**config.mk**
```make
export PLATFORM = sky130hd
export DESIGN_NAME = wiper_bank_exec
export DESIGN_NICKNAME = d
export VERILOG_FILES = /design/src/rtl/wbx_pkg.sv /design/src/rtl/wbx_decode.sv /design/src/rtl/wbx_store_timer.sv /design/src/rtl/wbx_channel.sv /design/src/rtl/wiper_bank_exec.sv
export SDC_FILE = /design/constraint.sdc
export NUM_CORES = 1
export LEC_CHECK = 0
export ABC_AREA = 1
export BUFFER_PORTS_ARGS = -buffer_cell sky130_fd_sc_hd__buf_2
export CAP_MARGIN = 20
export CORE_MARGIN = 4
export CORE_UTILIZATION = 55
export CTS_CLUSTER_SIZE = 14
export DETAILED_ROUTE_END_ITERATION = 7
export GPL_TIMING_DRIVEN = 0
export PLACE_DENSITY = 0.73
export SETUP_SLACK_MARGIN = 0.02
export SYNTH_ARGS = -nofsm -noshare
export SYNTH_HDL_FRONTEND = slang
export SYNTH_SLANG_ARGS = --single-unit
```
**constraint.sdc**
```tcl
create_clock -name clk -period 5.2 [get_ports clk]
set_input_delay 0.52 -clock clk [delete_from_list [all_inputs] [get_ports clk]]
set_output_delay 0.52 -clock clk [all_outputs]
set_load 0.01 [all_outputs]
```
**src/rtl/wbx_pkg.sv**
```systemverilog
package wbx_pkg;

  typedef enum logic [3:0] {
    OP_GD2W  = 4'b0001,
    OP_STEP  = 4'b0010,
    OP_GW2D  = 4'b1000,
    OP_RD_W  = 4'b1001,
    OP_WR_W  = 4'b1010,
    OP_RD_D  = 4'b1011,
    OP_WR_D  = 4'b1100,
    OP_D2W   = 4'b1101,
    OP_W2D   = 4'b1110
  } op_code_e;

  typedef enum logic [3:0] {
    K_NONE, K_RD_W, K_WR_W, K_RD_D, K_WR_D,
    K_D2W, K_W2D, K_GD2W, K_GW2D, K_STEP
  } kind_e;

  typedef struct packed {
    kind_e kind;
    logic  is_read;
    logic  is_store;
    logic  is_global;
  } dec_t;

endpackage

```
**src/rtl/wbx_decode.sv**
```systemverilog
module wbx_decode
  import wbx_pkg::*;
#(
  parameter int CW = 2,
  parameter int RW = 2
) (
  input  logic [3:0]    op,
  input  logic [RW-1:0] slot,
  input  logic [CW-1:0] chan,
  output dec_t          dec
);
  logic slot_zero, chan_zero;

  always_comb begin
    slot_zero = (slot == '0);
    chan_zero = (chan == '0);
    dec = '{kind: K_NONE, is_read: 1'b0, is_store: 1'b0, is_global: 1'b0};
    case (op)
      OP_RD_W: if (slot_zero) dec.kind = K_RD_W;
      OP_WR_W: if (slot_zero) dec.kind = K_WR_W;
      OP_STEP: if (slot_zero) dec.kind = K_STEP;
      OP_RD_D: dec.kind = K_RD_D;
      OP_WR_D: dec.kind = K_WR_D;
      OP_D2W:  dec.kind = K_D2W;
      OP_W2D:  dec.kind = K_W2D;
      OP_GD2W: if (chan_zero) dec.kind = K_GD2W;
      OP_GW2D: if (chan_zero) dec.kind = K_GW2D;
      default: dec.kind = K_NONE;
    endcase
    dec.is_read   = (dec.kind == K_RD_W) || (dec.kind == K_RD_D);
    dec.is_store  = (dec.kind == K_WR_D) || (dec.kind == K_W2D) || (dec.kind == K_GW2D);
    dec.is_global = (dec.kind == K_GD2W) || (dec.kind == K_GW2D);
  end

  always_comb begin
    assert_single_class_R10: assert ($countones({dec.is_read, dec.is_store, dec.kind == K_NONE}) <= 1)
      else $error("decode class overlap");
  end
endmodule

```
**src/rtl/wbx_store_timer.sv**
```systemverilog
module wbx_store_timer #(
  parameter int STORE_CYCLES = 500000,
  localparam int TW = $clog2(STORE_CYCLES + 1)
) (
  input  logic clk,
  input  logic rst,
  input  logic go,
  output logic busy
);
  logic [TW-1:0] remain;

  always_ff @(posedge clk) begin
    if (rst) remain <= '0;
    else if (go) remain <= TW'(STORE_CYCLES);
    else if (remain != '0) remain <= remain - 1'b1;
  end

  assign busy = (remain != '0);

  assert_go_raises_busy_R8: assert property (@(posedge clk) disable iff (rst) go |=> busy)
    else $error("store did not raise busy");
  assert_no_go_when_busy_R8: assert property (@(posedge clk) disable iff (rst) busy |-> !go)
    else $error("store started during busy window");
endmodule

```
**src/rtl/wbx_channel.sv**
```systemverilog
module wbx_channel #(
  parameter int W = 8,
  parameter int NREG = 4,
  parameter int CH = 0,
  parameter logic [W-1:0] INIT_BASE = 8'h40,
  localparam int RW = $clog2(NREG)
) (
  input  logic          clk,
  input  logic          rst,
  input  logic          recall,
  input  logic          wiper_we,
  input  logic [W-1:0]  wiper_wd,
  input  logic          reg_we,
  input  logic [RW-1:0] reg_sel,
  input  logic [W-1:0]  reg_wd,
  output logic [W-1:0]  wiper,
  output logic [W-1:0]  reg_rd
);
  logic [W-1:0] store_q [NREG];

  for (genvar r = 0; r < NREG; r++) begin : g_reg
    localparam logic [W-1:0] INIT_V = W'(INIT_BASE + W'(CH * 16) + W'(r * 4));
    always_ff @(posedge clk) begin
      if (rst) store_q[r] <= INIT_V;
      else if (reg_we && reg_sel == RW'(r)) store_q[r] <= reg_wd;
    end
  end

  assign reg_rd = store_q[reg_sel];

  always_ff @(posedge clk) begin
    if (rst) wiper <= '0;
    else if (recall) wiper <= store_q[0];
    else if (wiper_we) wiper <= wiper_wd;
  end

  assert_recall_copies_slot0_R1: assert property (@(posedge clk) disable iff (rst)
    recall |=> wiper == $past(store_q[0]))
    else $error("recall mismatch on channel %0d", CH);
  assert_wiper_hold_R10: assert property (@(posedge clk) disable iff (rst)
    (!recall && !wiper_we) |=> $stable(wiper))
    else $error("wiper changed without a write on channel %0d", CH);
endmodule

```
**src/rtl/wiper_bank_exec.sv**
```systemverilog
module wiper_bank_exec
  import wbx_pkg::*;
#(
  parameter int NCH = 4,
  parameter int W = 8,
  parameter int NREG = 4,
  parameter int STORE_CYCLES = 500000,
  parameter logic [W-1:0] DR_INIT_BASE = 8'h40,
  localparam int CW = $clog2(NCH),
  localparam int RW = $clog2(NREG)
) (
  input  logic             clk,
  input  logic             rst,
  input  logic             cmd_valid,
  output logic             cmd_ready,
  input  logic [3:0]       cmd_op,
  input  logic [RW-1:0]    cmd_slot,
  input  logic [CW-1:0]    cmd_chan,
  input  logic [W-1:0]     cmd_data,
  input  logic             wp_n,
  output logic             rd_valid,
  input  logic             rd_ready,
  output logic [W-1:0]     rd_data,
  output logic             busy,
  output logic [NCH*W-1:0] wiper_o
);
  dec_t         dec;
  logic         accept;
  logic         recall_q;
  logic         store_go;
  logic [W-1:0] wip    [NCH];
  logic [W-1:0] reg_rd [NCH];
  logic [NCH-1:0] wiper_we, reg_we;
  logic [W-1:0] wiper_wd [NCH];
  logic [W-1:0] reg_wd   [NCH];

  wbx_decode #(.CW(CW), .RW(RW)) u_dec (
    .op(cmd_op), .slot(cmd_slot), .chan(cmd_chan), .dec(dec)
  );

  assign cmd_ready = !recall_q && !busy && (!rd_valid || rd_ready);
  assign accept    = cmd_valid && cmd_ready;
  assign store_go  = accept && wp_n && dec.is_store;

  always_ff @(posedge clk) begin
    if (rst) recall_q <= 1'b1;
    else recall_q <= 1'b0;
  end

  wbx_store_timer #(.STORE_CYCLES(STORE_CYCLES)) u_timer (
    .clk(clk), .rst(rst), .go(store_go), .busy(busy)
  );

  for (genvar c = 0; c < NCH; c++) begin : g_ch
    logic sel;
    logic [W-1:0] stepped;
    assign sel = (cmd_chan == CW'(c));

    always_comb begin
      if (cmd_data[0]) stepped = (wip[c] == '1) ? wip[c] : wip[c] + 1'b1;
      else             stepped = (wip[c] == '0) ? wip[c] : wip[c] - 1'b1;
    end

    always_comb begin
      wiper_we[c] = 1'b0;
      wiper_wd[c] = reg_rd[c];
      if (accept) begin
        case (dec.kind)
          K_WR_W: begin wiper_we[c] = sel; wiper_wd[c] = cmd_data; end
          K_STEP: begin wiper_we[c] = sel; wiper_wd[c] = stepped;  end
          K_D2W:  wiper_we[c] = sel;
          K_GD2W: wiper_we[c] = 1'b1;
          default: wiper_we[c] = 1'b0;
        endcase
      end
    end

    always_comb begin
      reg_we[c] = 1'b0;
      reg_wd[c] = wip[c];
      if (accept && wp_n) begin
        case (dec.kind)
          K_WR_D: begin reg_we[c] = sel; reg_wd[c] = cmd_data; end
          K_W2D:  reg_we[c] = sel;
          K_GW2D: reg_we[c] = 1'b1;
          default: reg_we[c] = 1'b0;
        endcase
      end
    end

    wbx_channel #(.W(W), .NREG(NREG), .CH(c), .INIT_BASE(DR_INIT_BASE)) u_ch (
      .clk(clk), .rst(rst), .recall(recall_q),
      .wiper_we(wiper_we[c]), .wiper_wd(wiper_wd[c]),
      .reg_we(reg_we[c]), .reg_sel(cmd_slot), .reg_wd(reg_wd[c]),
      .wiper(wip[c]), .reg_rd(reg_rd[c])
    );

    assign wiper_o[c*W +: W] = wip[c];

    assert_step_saturates_R7: assert property (@(posedge clk) disable iff (rst)
      (accept && dec.kind == K_STEP && sel && wip[c] == '1 && cmd_data[0]) |=> wip[c] == '1)
      else $error("step wrapped past top on channel %0d", c);
  end

  always_ff @(posedge clk) begin
    if (rst) begin
      rd_valid <= 1'b0;
      rd_data  <= '0;
    end else if (accept && dec.is_read) begin
      rd_valid <= 1'b1;
      rd_data  <= (dec.kind == K_RD_W) ? wip[cmd_chan] : reg_rd[cmd_chan];
    end else if (rd_ready) begin
      rd_valid <= 1'b0;
    end
  end

  assert_stall_in_busy_R8: assert property (@(posedge clk) disable iff (rst) busy |-> !cmd_ready)
    else $error("command accepted during busy");
  assert_result_hold_R11: assert property (@(posedge clk) disable iff (rst)
    (rd_valid && !rd_ready) |=> (rd_valid && $stable(rd_data)))
    else $error("waiting result dropped or changed");
  assert_protect_no_busy_R9: assert property (@(posedge clk) disable iff (rst)
    (accept && !wp_n) |=> !busy)
    else $error("refused store raised busy");
  assert_ignored_no_result_R10: assert property (@(posedge clk) disable iff (rst)
    (accept && dec.kind == K_NONE) |=> (!rd_valid && !busy && $stable(wiper_o)))
    else $error("ignored opcode had an effect");
endmodule

```
Yosys cells after proc, flatten, opt, wreduce, memory -nomap -nowiden
Memories as Yosys holds them, arrays and structs flattened.
Index checks and enable logic that the tools add are counted.
{"block": "word_totals", "regBits": 61, "ramBits": 128, "inputBits": 21, "output_inout_bits": 43, "elab_cells": 260, "n_memories": 4}
{"name": "g_ch[0].u_ch.store_q", "depth": 4, "word_bits": 8, "read_ports": 2, "rd_clocked_by_memory_dff": 0, "wr": 4, "line": "wbx_channel.sv:19", "text": "logic [W-1:0] store_q [NREG];"}
{"name": "g_ch[1].u_ch.store_q", "depth": 4, "word_bits": 8, "read_ports": 2, "rd_clocked_by_memory_dff": 0, "wr": 4, "line": "wbx_channel.sv:19"}
{"name": "g_ch[2].u_ch.store_q", "depth": 4, "word_bits": 8, "read_ports": 2, "rd_clocked_by_memory_dff": 0, "wr": 4, "line": "wbx_channel.sv:19"}
{"name": "g_ch[3].u_ch.store_q", "depth": 4, "word_bits": 8, "read_ports": 2, "rd_clocked_by_memory_dff": 0, "wr": 4, "line": "wbx_channel.sv:19"}
{"block": "op_classes", "addsub": 9, "order_cmp": 1, "eq_ne": 36, "mux": 135, "n_bitwise": 17, "reduce_logical": 49}
{"operator": "8-bit two-way mux", "n": 53}
{"operator": "8-bit case mux with 2 select lines", "n": 4}
{"operator": "1-bit two-way mux", "n": 61}
{"operator": "5-bit != test (second input constant)", "n": 8}
{"operator": "19-bit two-way mux", "n": 2}
{"operator": "4-bit equality test (second input constant)", "n": 9}
{"operator": "4-bit case mux with 9 select lines", "n": 1}
{"operator": "8-bit by 1-bit adder with 8-bit output (second input constant)", "n": 4}
{"operator": "8-bit binary-select mux with 2-bit select", "n": 2}
{"operator": "8-bit equality test (second input constant)", "n": 4}
{"operator": "8-bit logical NOT", "n": 4}
{"operator": "8-bit by 1-bit subtractor with 8-bit output (second input constant)", "n": 4}
{"operator": "1-bit logical AND", "n": 22}
{"operator": "19-bit nonzero test", "n": 1}
{"operator": "19-bit by 1-bit subtractor with 19-bit output (second input constant)", "n": 1}
{"operator": "4-bit by 3-bit equality test with 1-bit output (second input constant)", "n": 4}
{"operator": "1-bit bitwise OR", "n": 16}
{"operator": "1-bit case mux with 2 select lines", "n": 8}
{"operator": "4-bit by 2-bit equality test with 1-bit output (second input constant)", "n": 3}
{"operator": "3-bit AND reduction", "n": 4}
{"operator": "2-bit nonzero test", "n": 6}
{"operator": "2-bit equality test (second input constant)", "n": 4}
{"operator": "4-bit by 1-bit equality test with 1-bit output (second input constant)", "n": 2}
{"operator": "4-bit two-way mux", "n": 2}
{"operator": "10 further kinds", "n": 18}

Depth between registers and ports, before layout
Gate-level depths: netlist of the first run.
{"block": "logic_depth", "ltp_word": 12, "depth_mapped": 18, "mapped_depth_nobuf": 17}

Modules after synthesis
A second synthesis of the first run with hierarchy kept.
{"block": "hier_totals", "hier_cells": 1871, "area_unflattened_um2": 12761.0}
{"mod": "wiper_bank_exec", "instances": 1, "cells_per_inst": 779, "area_per_inst_um2": 3860.0, "seq_area_each_um2": 200.2}
{"mod": "wbx_channel at g_ch[1].u_ch", "instances": 1, "cells_per_inst": 225, "area_per_inst_um2": 1926.8, "seq_area_each_um2": 1121.1}
{"mod": "wbx_channel at g_ch[0].u_ch", "instances": 1, "cells_per_inst": 225, "area_per_inst_um2": 1913.1, "seq_area_each_um2": 1121.1}
{"mod": "wbx_channel at g_ch[2].u_ch", "instances": 1, "cells_per_inst": 224, "area_per_inst_um2": 1898.1, "seq_area_each_um2": 1121.1}
{"mod": "wbx_channel at g_ch[3].u_ch", "instances": 1, "cells_per_inst": 224, "area_per_inst_um2": 1879.3, "seq_area_each_um2": 1121.1}
{"mod": "wbx_store_timer", "instances": 1, "cells_per_inst": 162, "area_per_inst_um2": 1133.6, "seq_area_each_um2": 380.4}
{"mod": "wbx_decode", "instances": 1, "cells_per_inst": 32, "area_per_inst_um2": 150.1, "seq_area_each_um2": 0.0}

Worst setup path before layout of the first run
Ideal clock, no wire load.
{"block": "synth_timing", "kind": "input-to-reg", "from": "input port cmd_data[0]", "to": "register g_ch[1].u_ch.wiper[4]", "setup_time_ps": 116, "arrival_time_ps": 2643, "t_required_ps": 5084, "slack_ps": 2441, "stages": 14, "n_path_buf": 1, "cell_sequence": "buf_1 -> inv_1 -> ha_1 -> a21oi_1 -> nand2_1 -> or2_2 -> nand3_1 -> nand3_1 -> nand2_1 -> nand2_1 -> nand2_1 -> nand2_1 -> o21ai_0 -> nor2_1"}
{"block": "synth_via", "elab_chain_cells": 5, "elab_cells_between_ends": 8, "classes_between": "2 x eq/ne; 5 x mux; 1 x reduce/logical"}
{"item": "start: declaration", "line": "wiper_bank_exec.sv:19", "text": "input logic [W-1:0] cmd_data,"}
{"item": "8-bit two-way mux", "line": "wiper_bank_exec.sv:60", "text": "if (cmd_data[0]) stepped = (wip[c] == '1) ? wip[c] : wip[c] + 1'b1;"}
{"item": "8-bit case mux with 2 select lines", "line": "wiper_bank_exec.sv:68", "text": "case (dec.kind)"}
{"item": "8-bit two-way mux", "line": "wiper_bank_exec.sv:67", "text": "if (accept) begin"}
{"item": "8-bit two-way mux", "line": "wbx_channel.sv:34", "text": "else if (wiper_we) wiper <= wiper_wd;"}
{"item": "8-bit two-way mux", "line": "wbx_channel.sv:33", "text": "else if (recall) wiper <= store_q[0];"}
{"item": "end signal: assignment", "line": "wbx_channel.sv:33"}
{"item": "end signal: assignment", "line": "wbx_channel.sv:34"}
{"item": "end: declaration", "line": "wbx_channel.sv:16", "text": "output logic [W-1:0] wiper,"}
Several ways; a longest one is shown, not always the timed one. The select of a mux whose other input is x is not followed.
A chain may end at the register's enable or synchronous reset.

Worst setup path after layout of the first run
{"block": "layout_timing", "from": "input port cmd_data[0]", "to": "register g_ch[2].u_ch.wiper[3]"}
{"block": "layout_via", "elab_chain_cells": 5, "elab_cells_between_ends": 8, "classes_between": "2 x eq/ne; 5 x mux; 1 x reduce/logical"}
{"item": "8-bit two-way mux", "line": "wiper_bank_exec.sv:60"}
{"item": "8-bit case mux with 2 select lines", "line": "wiper_bank_exec.sv:68"}
{"item": "8-bit two-way mux", "line": "wiper_bank_exec.sv:67"}
{"item": "8-bit two-way mux", "line": "wbx_channel.sv:34"}
{"item": "8-bit two-way mux", "line": "wbx_channel.sv:33"}
{"item": "end signal: assignment", "line": "wbx_channel.sv:33"}
{"item": "end signal: assignment", "line": "wbx_channel.sv:34"}
{"item": "end: declaration", "line": "wbx_channel.sv:16"}
Several ways; a longest one is shown, not always the timed one. The select of a mux whose other input is x is not followed.

==> results of run 1 <==
-- worst max path at each step --
stage / start / endpoint / slack (ns) / depth (start not counted)
6_report: cmd_data[0] / g_ch[2].u_ch.wiper[3] / 1.34 / 17
5_1_grt: cmd_data[0] / g_ch[2].u_ch.wiper[3] / 1.24 / 17
4_1_cts: cmd_data[0] / g_ch[1].u_ch.wiper[4] / 1.50 / 15
3_5_place_dp: cmd_data[0] / g_ch[1].u_ch.wiper[4] / 1.04 / 15
3_3_place_gp: cmd_data[0] / g_ch[1].u_ch.wiper[4] / 1.04 / 15
2_1_floorplan: cmd_data[0] / g_ch[1].u_ch.wiper[4] / 2.44 / 14
-- layer usage --
metal | wire (µm) | up-vias
met3 | 6120 | 169
met2 | 20800 | 913
met1 | 19000 | 5882
met4 | 2410 | 0
met5 | 0 | -
li1 | - | 5960
-- registers in the layout, indices dropped and copies added, names as in the netlist --
register,flops
g_ch.u_ch.wiper,32
recall_q,1
rd_valid,1
g_ch.u_ch.store_q,128
u_timer.remain,19
rd_data,8
-- power by group --
group          switching, W  total, W  internal, W  leakage, nW
registers         0.0000911   0.00177      0.00168         1.65
logic              0.000883   0.00128     0.000392         4.08
clock network      0.000700   0.00135     0.000652        0.290
total               0.00167   0.00440      0.00273         6.03
-- cell usage after synthesis (3+ instances only) --
cell	count	area share, %
sky130_fd_sc_hd__xnor2_1	4	0.28
sky130_fd_sc_hd__mux2i_1	4	0.32
sky130_fd_sc_hd__dfxtp_1	61	9.8
sky130_fd_sc_hd__nand3_1	118	4.7
sky130_fd_sc_hd__o22ai_1	8	0.40
sky130_fd_sc_hd__buf_2	10	0.40
sky130_fd_sc_hd__buf_4	5	0.30
sky130_fd_sc_hd__buf_1	6	0.18
sky130_fd_sc_hd__a21oi_1	48	1.9
sky130_fd_sc_hd__nor3_2	3	0.24
sky130_fd_sc_hd__nand4_1	85	4.3
sky130_fd_sc_hd__nor3_4	3	0.39
sky130_fd_sc_hd__nor2_2	5	0.25
sky130_fd_sc_hd__nand4_2	4	0.40
sky130_fd_sc_hd__nor3_1	10	0.40
sky130_fd_sc_hd__or2_1	8	0.40
sky130_fd_sc_hd__o21a_1	4	0.24
sky130_fd_sc_hd__inv_1	172	5.2
sky130_fd_sc_hd__o21ai_2	7	0.49
sky130_fd_sc_hd__o21ai_0	100	4.0
sky130_fd_sc_hd__o21ai_1	18	0.72
sky130_fd_sc_hd__buf_6	3	0.27
sky130_fd_sc_hd__inv_2	19	0.57
sky130_fd_sc_hd__nand2_1	508	15
sky130_fd_sc_hd__or2_2	17	0.85
sky130_fd_sc_hd__edfxtp_1	128	31
sky130_fd_sc_hd__a31oi_1	4	0.20
sky130_fd_sc_hd__nor2_4	4	0.36
sky130_fd_sc_hd__nor4_1	8	0.40
sky130_fd_sc_hd__clkbuf_1	50	1.5
sky130_fd_sc_hd__nand3_2	3	0.24
sky130_fd_sc_hd__xor2_1	12	0.84
sky130_fd_sc_hd__a22oi_1	41	2.5
sky130_fd_sc_hd__o221ai_1	4	0.28
sky130_fd_sc_hd__ha_1	25	2.5
sky130_fd_sc_hd__fa_1	4	0.64
sky130_fd_sc_hd__nor2_1	199	6.0
-- stage by stage --
stage	cell area, µm²	hold slack, ns	cells
2_1_floorplan	12500	0.457	1728
3_3_place_gp	13100	0.469	2071
3_5_place_dp	13200	0.484	2077
4_1_cts	13800	0.260	2109
5_1_grt	13800	0.271	2115
6_report	13800	0.264	2115
-- layout make-up --
| type | instances | area share (%) |
|---|---|---|
| multi-input cells | 1271 | 45.9 |
| flip-flops and latches | 189 | 36.7 |
| inverters | 193 | 5.28 |
| clock buffers | 18 | 3.11 |
| repair buffers | 75 | 2.81 |
| well taps | 280 | 2.54 |
| plain buffers | 75 | 2.51 |
| clock inverters | 14 | 1.21 |
-- cells by family after synthesis --
| group | count (synthesis) |
|---|---|
| flip-flops | 189 |
| adder cells (fa/ha/maj) | 29 |
| AO/OA/AOI/OAI | 237 |
| buffers and inverters | 268 |
| XOR/XNOR | 16 |
| AND/OR/NAND/NOR | 985 |
| multiplexers | 4 |
==> results.txt, run 1 <==
The flow ran to the end, and the final reports show no timing, DRC or antenna violations. The share of the cycle needed by the critical path after routing is 74.2%, and the area of the placeable core is 0.0221 mm². Setup repair after global routing left no endpoint under its margin. The tools report the number of buffers inserted by hold repair at cts as 0.

Leaving out fill and tap cells, the most frequent cell in the layout is sky130_fd_sc_hd__nand2_1. The critical path data arrival time is 4.20 ns. In this run the post-CTS setup repair buffer count came out at 0.

The number of antenna diodes in the final layout is 0. After clock tree synthesis, the repair step resized 0 gates. For this run, the leading register cell type out of synthesis is sky130_fd_sc_hd__edfxtp_1. Global routing used 57.9% of the available met2 tracks. For the pin with the worst max-slew slack, the measured transition is 1.10 ns. Worst-skew pair later-pin latency: 0.46 ns.

The worst supply voltage drop on vdd was 0.327 mV; the average via count per standard cell was 6.11. Clock tree synthesis inserted a total of 17 buffers. The synthesized-area fraction occupied by ao, oa, aoi and oai cells is 10.9%. Max-cap violations in this run came to 0. The clock slew seen by the registers of the worst setup and hold paths works out to 0.08 ns.

The cell type with the highest occurrence count on the critical path is sky130_fd_sc_hd__nand2_1. The tools report the number of antenna violations at the first check in global routing as 0. Global routing used 53.5% of the available met1 tracks. Summing the areas of all and, or, nand and nor instances in the mapped netlist gives 35.2% of the synthesized area.

The clock tree skew after final layout is 0.0187 ns. The total routed wirelength is 48,200 µm, and the clock sink count is 189. Synthesis instantiated 49 different standard cells from the library.

In this run the tightest slew margin relative to its limit is 26.4%. The final hold violation count came out at 0. STA classifies the critical path startpoint as an input port.

Worst flop-to-flop path endpoint: g_ch[2].u_ch.store_q[2][1]. The tools report the final routed DRC violation total as 0. The routed wire length per instance came out at 22.8 µm.

The main combinational cell family by area after synthesis is simple AND/OR/NAND/NOR gates. After Yosys synthesis, XOR and XNOR cells account for 1.12% of the synthesized area. The die is 159 µm tall. The largest incremental delay on the critical path came out at 0.75 ns.

TritonCTS built the clock tree. The number of synthesized flops with an enable pin is 128. The initialized floorplan defines 54 standard-cell rows. Counting both buffers and inverters, the worst setup path holds a total of 4. Entering global routing, the biggest net connects 29 pins. Highest-delay cell along the critical path: sky130_fd_sc_hd__inv_1. The global-route met3 utilization was 7.86%. The die is 159 µm wide.

The via count of the first global-routing pass was 11,300; the maximum fanout count along the critical path was 28. Across the whole layout, storage elements account for 0.00506 mm². In the final layout, the share of cells above drive strength 1 is 10.8%. The worst hold path begins at rst.

STA classifies the critical path endpoint as a register. The number of detailed-route iterations in the first pass was 8; the all-layer global routing usage was 38.3%. The floorplan step defined a die boundary enclosing 0.0252 mm². The number of warnings reported in the yosys synthesis log came out at 0. In this run the worst hold path is classified as in -> reg. The multi-input logic area is 0.00633 mm².

Walking the worst path, the cells encountered are buf_2 > buf_1 > inv_1 > ha_1 > nand2_1 > nand2_1 > inv_1 > nand2_1 > or2_2 > nand3_1 > nand3_1 > nand2_1 > nand2_1 > nand2_1 > nand2_1 > o21ai_1 > nor2_1. For the placed wire-length estimate after detailed placement, the log shows 37,800 µm. Across all layers, the routed design uses 12,900 vias. The worst path setup slack after routing is 1.34 ns, and the synthesized flop and latch total is 189.

In this run the cell area of the synthesized design comes to 0.0125 mm². The layer flagged by global routing as most heavily used is met2. After technology mapping, the gate count stands at 1,728. The library cells used most frequently in the layout, excluding fill and tap cells, are sky130_fd_sc_hd__nand2_1 (508), sky130_fd_sc_hd__nor2_1 (199), sky130_fd_sc_hd__inv_1 (172).

Once detail routing completed, the nets flagged for antenna violations numbered 0. Adder and majority cell fraction of the synthesized area: 3.15%. In this run the tool buffered the top-level ports with 63 buffer cells.

The setup slack at placement was 1.04 ns; the average cell area after synthesis was 7.22 µm². The run gives 40.6% as the portion of the post-synthesis area used by sequential elements. The tools report the critical register-to-register path startpoint as u_timer.remain[0].

The number of cells on the worst reg-to-reg path is 14. Area added between synthesis and finish: 10.7%. Total number of nets in the final design: 1,872.

The clock passes through at most 2 buffers. The post-synthesis mux area share was 0.321%; the aggregate negative setup slack was 0 ns. The tools report the final count of negative-setup-slack endpoints as 0.

For the worst setup path, the data required time is 5.55 ns. For this design the ratio of total power to cell area is 319 mW/mm². For the starting utilization of the core area, the log shows 56.5%. In this run the clock root is driven by a sky130_fd_sc_hd__clkbuf_16. The tools report the boundary pin count as 64. Once layout is complete, the utilization of the core stands at 62.5%.

The tools report the filler cell count in the final layout as 2,028. The worst path needs 3.86 ns of the cycle, external delays included. The worst hold path terminates at recall_q. The logs give 1.60 ns for the setup slack of the most critical reg-to-reg path and 70,600 µm for the first-pass GRT wire length. The total overflow left after global routing is 0. The run gives 259 MHz as the maximum clock rate. The number of DRC markers after the initial detailed-route iteration came out at 1,862. The reported leakage power was 6.03 nW; the fraction of synthesis flops using an asynchronous set or reset pin was 0%. The design draws 0.00440 W.

The net count after synthesis was 1,778; the max-slew violation total from the final report was 0. The tools report the level count of the clock H-tree as 4. The classification of the worst setup path is in -> reg.

The cell count of the worst hold path works out to 1. Family of cells with the greatest summed delay on the critical path: buffers and inverters. At the end of routability-driven placement, the weighted congestion stood at 1.05.
Note: power is estimated with default switching activity, not from simulation.
==> run 2: changes to the inputs <==
- PLACE_DENSITY: 0.73 -> 0.76
- clock period: 5.2 -> 3.54 ns (I/O delays scaled with it)
==> run 2 against run 1 <==
Net effect: critical path depth fell by 3; design area is 0.19% higher; non-clock buffer count decreased by 2.
==> results.txt, run 2 (synthesis gave the netlist of run 1 again) <==
After clock tree synthesis, the clock-pin slew on the worst setup and hold paths is 0.08 ns. The pre-antenna-repair detailed-routing pass consisted of 6 iterations. The clock passes through at most 2 buffers. The first global-routing pass estimated 71,000 µm of wire. The register with the most flip-flops in the layout has 128 of them.

The number of buffers inserted by hold repair at cts is 0. The critical path is of the reg -> reg type. The depth of the worst register-to-register path was 14. The tool flagged a number of max-cap violations equal to 0. The register with the highest flop count is g_ch.u_ch.store_q. Measured along the y axis, the die boundary spans 159 µm.

For the pin with the worst max-slew slack, the measured transition is 1.07 ns. The number of antenna repair diodes came out at 0. The max-slew violation total from the final report is 0, and the worst supply voltage drop on vdd is 0.456 mV. The category of the worst setup path capture point is a register. The worst hold path terminates at recall_q.

In the final layout, the registers with the most flip-flops are g_ch.u_ch.store_q x128, g_ch.u_ch.wiper x32, u_timer.remain x19. For the number of antenna violations at the first check in global routing, the log shows 1. The logs give 1.09 for the final estimated routing congestion in global placement and 0 for the final count of negative-setup-slack endpoints.

The worst hold slack across all endpoints was 0.102 ns; the global route total overflow was 0. The maximum fanout count along the critical path works out to 10. In this run the critical register-to-register path is captured at g_ch[2].u_ch.store_q[2][5].

The cell area after layout was 0.0138 mm². The share of the cycle needed by the critical path after routing works out to 97.4%. The tools report the critical register-to-register path startpoint as u_timer.remain[0]. Between clock sinks in the finished design, the worst skew comes to 0.0129 ns. Walking the worst path, the cells encountered are inv_1 > ha_1 > nand2_2 > nor2_4 > nand2_2 > nor2_8 > nand3_4 > nor2_8 > nand2_4 > clkinv_4 > buf_2 > nand2_1 > o21ai_0 > buf_2. The run gives 0.0221 mm² as the area of the placeable core.

On the critical path the largest part of the delay comes from simple AND/OR/NAND/NOR gates. In this run, CTS created clock tree buffers numbering 17. In the routed layout, each cell is associated on average with a via count of 6.13. Boundary pin count: 64. The startpoint of the most critical hold path is rst. The tools report the total number of nets in the final design as 1,870. The root buffer cell was sky130_fd_sc_hd__clkbuf_16. Based on the critical path, the design can be clocked at up to 290 MHz. The worst register-to-register path has a setup slack of 0.09 ns. For the total routed wirelength, the log shows 48,100 µm. The final routed DRC violation total is 0. Once the floorplan was initialized, standard cells occupied 56.5% of the core.

In this run the remaining antenna-violating nets after routing total 0. Data on the critical path arrives at its endpoint at 3.59 ns. Share of cells above drive strength 1: 10.9%. Maximum number of pins on one net before global-route repair: 29.

The area taken by flip-flops and latches is 0.00506 mm². Worst-skew pair later-pin latency: 0.44 ns. The run gives 3.69 ns as the required time of the critical path. Row generation in the floorplan step produced 54 rows.

In this run the number of H-tree levels came out at 4. The run gives 11,400 as the via count of the first global-routing pass. The tools report the die area as 0.0252 mm². The logs give 0 ns for the aggregate negative setup slack and 28.0% for the worst relative slew slack. After detailed placement, the total cell area comes to 0.0132 mm².

For the finished layout, the period the worst path requires is 3.45 ns. The die width works out to 159 µm. TritonCTS built the clock tree. The largest incremental delay on the critical path came out at 0.43 ns.

The all-layer global routing usage was 38.4%; the power density relative to cell area was 471 mW/mm². The area added between synthesis and finish was 10.9%. The HPWL after detailed placement is 37,900 µm. STA classifies the critical path startpoint as a register.

The run finished with clean final reports. The number of DRC markers after the initial detailed-route iteration is 1,864, and the multi-input logic area is 0.00634 mm². In the layout the commonest cells are sky130_fd_sc_hd__nand2_1 (508), sky130_fd_sc_hd__nor2_1 (199), sky130_fd_sc_hd__inv_1 (172). Total chip power: 0.00651 W. The cell count of the worst hold path came out at 1. Setup repair after global routing could not meet its margin everywhere.

The count of buffers added on input and output ports is 63. After filler insertion, the fill cell instance count of the layout stands at 2,040. The combined buffer and inverter count along the critical path is 4, and the reported leakage power is 6.04 nW.

The final route contains 13,000 vias. The leading cell type in the layout, fill and taps excluded was sky130_fd_sc_hd__nand2_1. The routed wire length per instance is 22.8 µm, and the final hold violation count is 0.

Clock tree synthesis found a total of 189 sinks. The min-delay analysis places its worst path in the category in -> reg. Highest-delay cell along the critical path: sky130_fd_sc_hd__o21ai_0.
-- run 2: power by group --
part | switching, W | internal [W] | total (W)
clock | 0.00101 | 0.00103 | 0.00204
combinational | 0.00129 | 0.000578 | 0.00187
sequential | 0.000134 | 0.00247 | 0.00261
-- run 2: cell type report --
cell class                 count  area share [%]
buffer                        75            2.51
clock buffer                  18            3.10
clock inverter                14            1.33
inverter                     193            5.27
multi-input combinational   1271            45.8
sequential                   189            36.6
tap                          280            2.53
timing repair buffer          73            2.82
-- run 2: how the worst max path moves through the flow --
stage / depth (start not counted) / slack [ns] / start / end
after floorplan: 13 / 0.78 / u_timer.remain[0] / g_ch[2].u_ch.store_q[0][0]
after global placement: 15 / -0.35 / cmd_data[0] / g_ch[1].u_ch.wiper[4]
after detailed placement: 15 / -0.37 / cmd_data[0] / g_ch[1].u_ch.wiper[4]
after CTS: 13 / 0.02 / u_timer.remain[0] / g_ch[1].u_ch.store_q[1][3]
after global routing: 14 / -0.03 / u_timer.remain[0] / g_ch[2].u_ch.store_q[2][0]
final: 14 / 0.09 / u_timer.remain[0] / g_ch[2].u_ch.store_q[2][5]
-- run 2: stage by stage --
stage | instances | setup slack (ns) | util [%]
after floorplan | 1728 | 0.785 | -
after global placement | 2071 | -0.345 | 59.5
after detailed placement | 2078 | -0.369 | 59.6
after CTS | 2110 | 0.0233 | 62.4
after global routing | 2113 | -0.0317 | 62.6
final | 2113 | 0.0934 | 62.6
-- run 2: worst reg2reg max path, stage by stage (launching register included) --
cell,delay [ns]
sky130_fd_sc_hd__dfxtp_1,0.33
sky130_fd_sc_hd__inv_1,0.16
sky130_fd_sc_hd__ha_1,0.30
sky130_fd_sc_hd__nand2_2,0.11
sky130_fd_sc_hd__nor2_4,0.17
sky130_fd_sc_hd__nand2_2,0.11
sky130_fd_sc_hd__nor2_8,0.19
sky130_fd_sc_hd__nand3_4,0.11
sky130_fd_sc_hd__nor2_8,0.24
sky130_fd_sc_hd__nand2_4,0.15
sky130_fd_sc_hd__clkinv_4,0.11
sky130_fd_sc_hd__buf_2,0.28
sky130_fd_sc_hd__nand2_1,0.16
sky130_fd_sc_hd__o21ai_0,0.43
sky130_fd_sc_hd__buf_2,0.29
-- run 2: repair_timing --
item,4_1_cts,5_1_grt
cloned,0,0
setup buffers,0,0
endpoints found under the hold margin,0,0
gates resized for setup,3,7
setup endpoints to repair,24,49
-- run 2: layer usage --
layer / routed length [µm] / part of all wire [%] / GRT usage [%]
met2: 20800 / 43 / 58.5
met4: 2210 / 4.6 / 13.8
met1: 18400 / 38 / 53.1
met5: 13 / 0.027 / 0
met3: 6640 / 14 / 10.0
==> run 3: changes to the inputs <==
- CORE_UTILIZATION: 55 -> 50
- CTS_BUF_LIST: default -> sky130_fd_sc_hd__clkbuf_16
- PLACE_DENSITY: 0.76 -> 0.7
==> run 3 against run 2 <==
Net effect: clock skew up 0.0034 ns; critical path depth unchanged; register-to-register slack is essentially flat; worst setup slack lost 0.013 ns; design area up 0.22%; sequential share of layout area is 0.079 points lower; combinational power about the same; critical path type unchanged; critical endpoint is now g_ch[2].u_ch.store_q[0][6]; largest power group unchanged.
==> results.txt, run 3 (synthesis gave the netlist of run 1 again) <==
The flow ran to the end, and the final reports show no timing, DRC or antenna violations. In the global route stage, overall resource usage came out at 35.1%. Of all nets on the critical path, the largest fanout is 10. After clock tree synthesis, the clock-pin slew on the worst setup and hold paths is 0.09 ns. In this run the count of I/O pins placed on the die edge is 64. The wire-length estimate of the detail-placed layout is 39,100 µm. Part of the power in the clock network: 30.7%. Across all layers, the routed design uses 13,000 vias.

The final layout contains routed wiring with a total length of 49,900 µm. The final routed DRC violation total was 0; the share of cells above drive strength 1 was 11.0%. The cell family contributing the most delay on the critical path is simple AND/OR/NAND/NOR gates. In this run the horizontal extent of the chip is 166 µm. 0 antenna diodes ended up in the layout. In this run the standard cell core region covers 0.0245 mm². At the worst endpoint, the arrival time is 3.61 ns. The first global-routing pass estimated 73,300 µm of wire. Combinational cells account for 28.8% of the total power. The internal power is 0.00400 W, and the total number of nets in the final design is 1,871.

For this run, the slowest stage of the critical path takes 0.54 ns. The tools report the root buffer cell as sky130_fd_sc_hd__clkbuf_16. The worst relative slew slack was 25.8%; the area added between synthesis and finish was 11.2%. The smallest clock period supported by the final layout is computed as 3.46 ns. In this run, the number of DRC markers left after iteration 0 of detailed routing was 1,833. The power density relative to cell area is 465 mW/mm². The clock buffer count from CTS is 17.

Leaving out fill and tap cells, the most frequent cell in the layout is sky130_fd_sc_hd__nand2_1. Maximum clock rate: 289 MHz. The number of antenna violations at the first check in global routing is 0, and the depth of the worst register-to-register path is 14. For the final hold violation count, the log shows 0. The worst path uses 97.7% of the clock period. The longest clock path from root to sink contains 2 buffers. The number of buffers inserted by port buffering is 63. For this configuration, the core starts out at a cell density of 51.0%. The tools report the number of max-capacitance violations reported as 0. Traced cell by cell, the critical path runs through inv_1 > ha_1 > nand2_2 > nor2_4 > nand2_2 > nor2_8 > nand3_4 > nor2_8 > nand2_4 > clkinv_4 > buf_2 > nand2_1 > o21ai_0 > buf_4. The number of cells on the critical path works out to 14.

The filler cells instantiated in the layout total 2,355. The highest-delay cell along the critical path was sky130_fd_sc_hd__o21ai_0. Clock tree synthesis found a total of 189 sinks. The via count of the first global-routing pass is 11,500. For this design the static power due to leakage is 6.02 nW. The share of total power dissipated in sequential elements is 40.5%. The category of the worst setup path capture point was a register. The run gives 4 as the level count of the clock H-tree. In this run the critical register-to-register path is launched from u_timer.remain[0].

The tools report the clock tree skew after final layout as 0.0163 ns. In this run, post-CTS hold repair placed 0 buffers. The critical path in this run is classified as reg -> reg. The worst setup path is launched from a register. The run gives 56.7% as the final cell utilization of the core. TritonCTS built the clock tree.

Setup violations remaining at the end of the flow were counted as 0. For the total chip power, the log shows 0.00644 W. Chip height: 166 µm.

The tools report the die area as 0.0275 mm². The largest registers in the layout are g_ch.u_ch.store_q x128, g_ch.u_ch.wiper x32, u_timer.remain x19. The actual transition at the worst max-transition pin was 1.10 ns. Entering global routing, the biggest net connects 22 pins. Setup repair after global routing could not meet its margin everywhere.

The cell count of the worst hold path works out to 1. The required time of the critical path came out at 3.69 ns. Net switching is 37.9% of the power.

The register with the most flip-flops in the layout has 128 of them. The worst hold path belongs to the class in -> reg. Together, buffers and inverters on the worst path number 4. The register with the highest flop count was g_ch.u_ch.store_q. The routed wire length per instance works out to 23.1 µm. The top cell types in the final layout, fill and taps aside, are sky130_fd_sc_hd__nand2_1 (508), sky130_fd_sc_hd__nor2_1 (199), sky130_fd_sc_hd__inv_1 (172).

The tools report the startpoint of the most critical hold path as rst. The max-slew violation total from the final report was 0; the switching power total was 0.00244 W. After routing, the total negative slack on setup checks comes to 0 ns. In this run the core area contains 57 standard-cell rows. Across the VDD grid, the largest voltage drop is 0.418 mV.

For the worst-skew pair, the clock arrives at the later sink with an insertion delay of 0.45 ns. The tools report the residual antenna-violating net count after detailed routing as 0. Using the TritonRoute via totals, the vias-per-cell ratio works out to 6.01. Before antenna repair, the detailed router went through 8 iterations. Summed over all layers, the global routing overflow is 0. The congestion estimate from routability-driven global placement came to 1.08.

In this run the worst setup path begins at u_timer.remain[0].
[run 3: cell types whose count changed in the layout (fill, tap and decap cells not counted), moves of 2 or more]
| cell | delta |
|---|---|
| sky130_fd_sc_hd__clkinv_8 | +3 |
| sky130_fd_sc_hd__inv_8 | -2 |
| sky130_fd_sc_hd__clkinv_4 | +2 |
| sky130_fd_sc_hd__o21ai_0 | +2 |
[run 3: worst reg2reg max path: cells and delay by family, from the launching register on]
family | cells | cell delay, ns
AND/OR/NAND/NOR | 8 | 1.21
adder cells (fa/ha/maj) | 1 | 0.29
flip-flops | 1 | 0.34
AO/OA/AOI/OAI | 1 | 0.54
buffers and inverters | 4 | 0.80
[run 3: what timing repair did]
action | CTS | global route
setup buffers | 0 | 0
endpoints found under the hold margin | 0 | 0
cloned | 1 | 0
resized for setup | 2 | 6
endpoints found under the setup margin | 11 | 50
[run 3: power groups by stage]
stage / Sequential (W) / Clock, W / Combinational (W)
finish: 0.00261 / 0.00198 / 0.00186
global placement: 0.00265 / 0 / 0.00178
global route: 0.00262 / 0.00207 / 0.00204
detailed placement: 0.00266 / 0 / 0.00180
floorplan: 0.00263 / 0 / 0.00126
CTS: 0.00261 / 0.00197 / 0.00181
[run 3: metrics by stage]
step                instance area (µm²)  hold slack (ns)  setup slack [ns]  instances
global placement                  13200            0.471            -0.614       2115
global route                      13900            0.103           -0.0304       2158
CTS                               13800           0.0898            0.0290       2156
finish                            13900           0.0991            0.0802       2158
detailed placement                13200            0.474            -0.606       2124
floorplan                         12500            0.382             0.785       1728
[run 3: path summary, 6_finish.rpt]
path	slack, ns	to
setup reg to reg	0.08	g_ch[2].u_ch.store_q[0][6]
setup / recovery	0.08	g_ch[2].u_ch.store_q[0][6]
hold reg to reg	0.49	u_timer.remain[1]
hold / removal	0.1	recall_q
[run 3: routing by layer]
metal,vias up,global-route usage (%),routed length [µm]
met3,138,7.12,5540
li1,5968,-,-
met2,833,54.0,21700
met1,6021,48.9,20400
met5,-,0,0
met4,0,13.5,2200
[run 3: layout make-up]
| type | count | area [µm²] | area share, % |
|---|---|---|---|
| multi-input cells | 1271 | 6340 | 45.7 |
| flip-flops and latches | 189 | 5060 | 36.5 |
| inverters | 193 | 733 | 5.29 |
| clock buffers | 17 | 425 | 3.07 |
| well taps | 324 | 405 | 2.92 |
| repair buffers | 74 | 375 | 2.71 |
| plain buffers | 74 | 343 | 2.47 |
| clock inverters | 15 | 176 | 1.27 |
| repair inverters | 1 | 5.00 | 0.0361 |
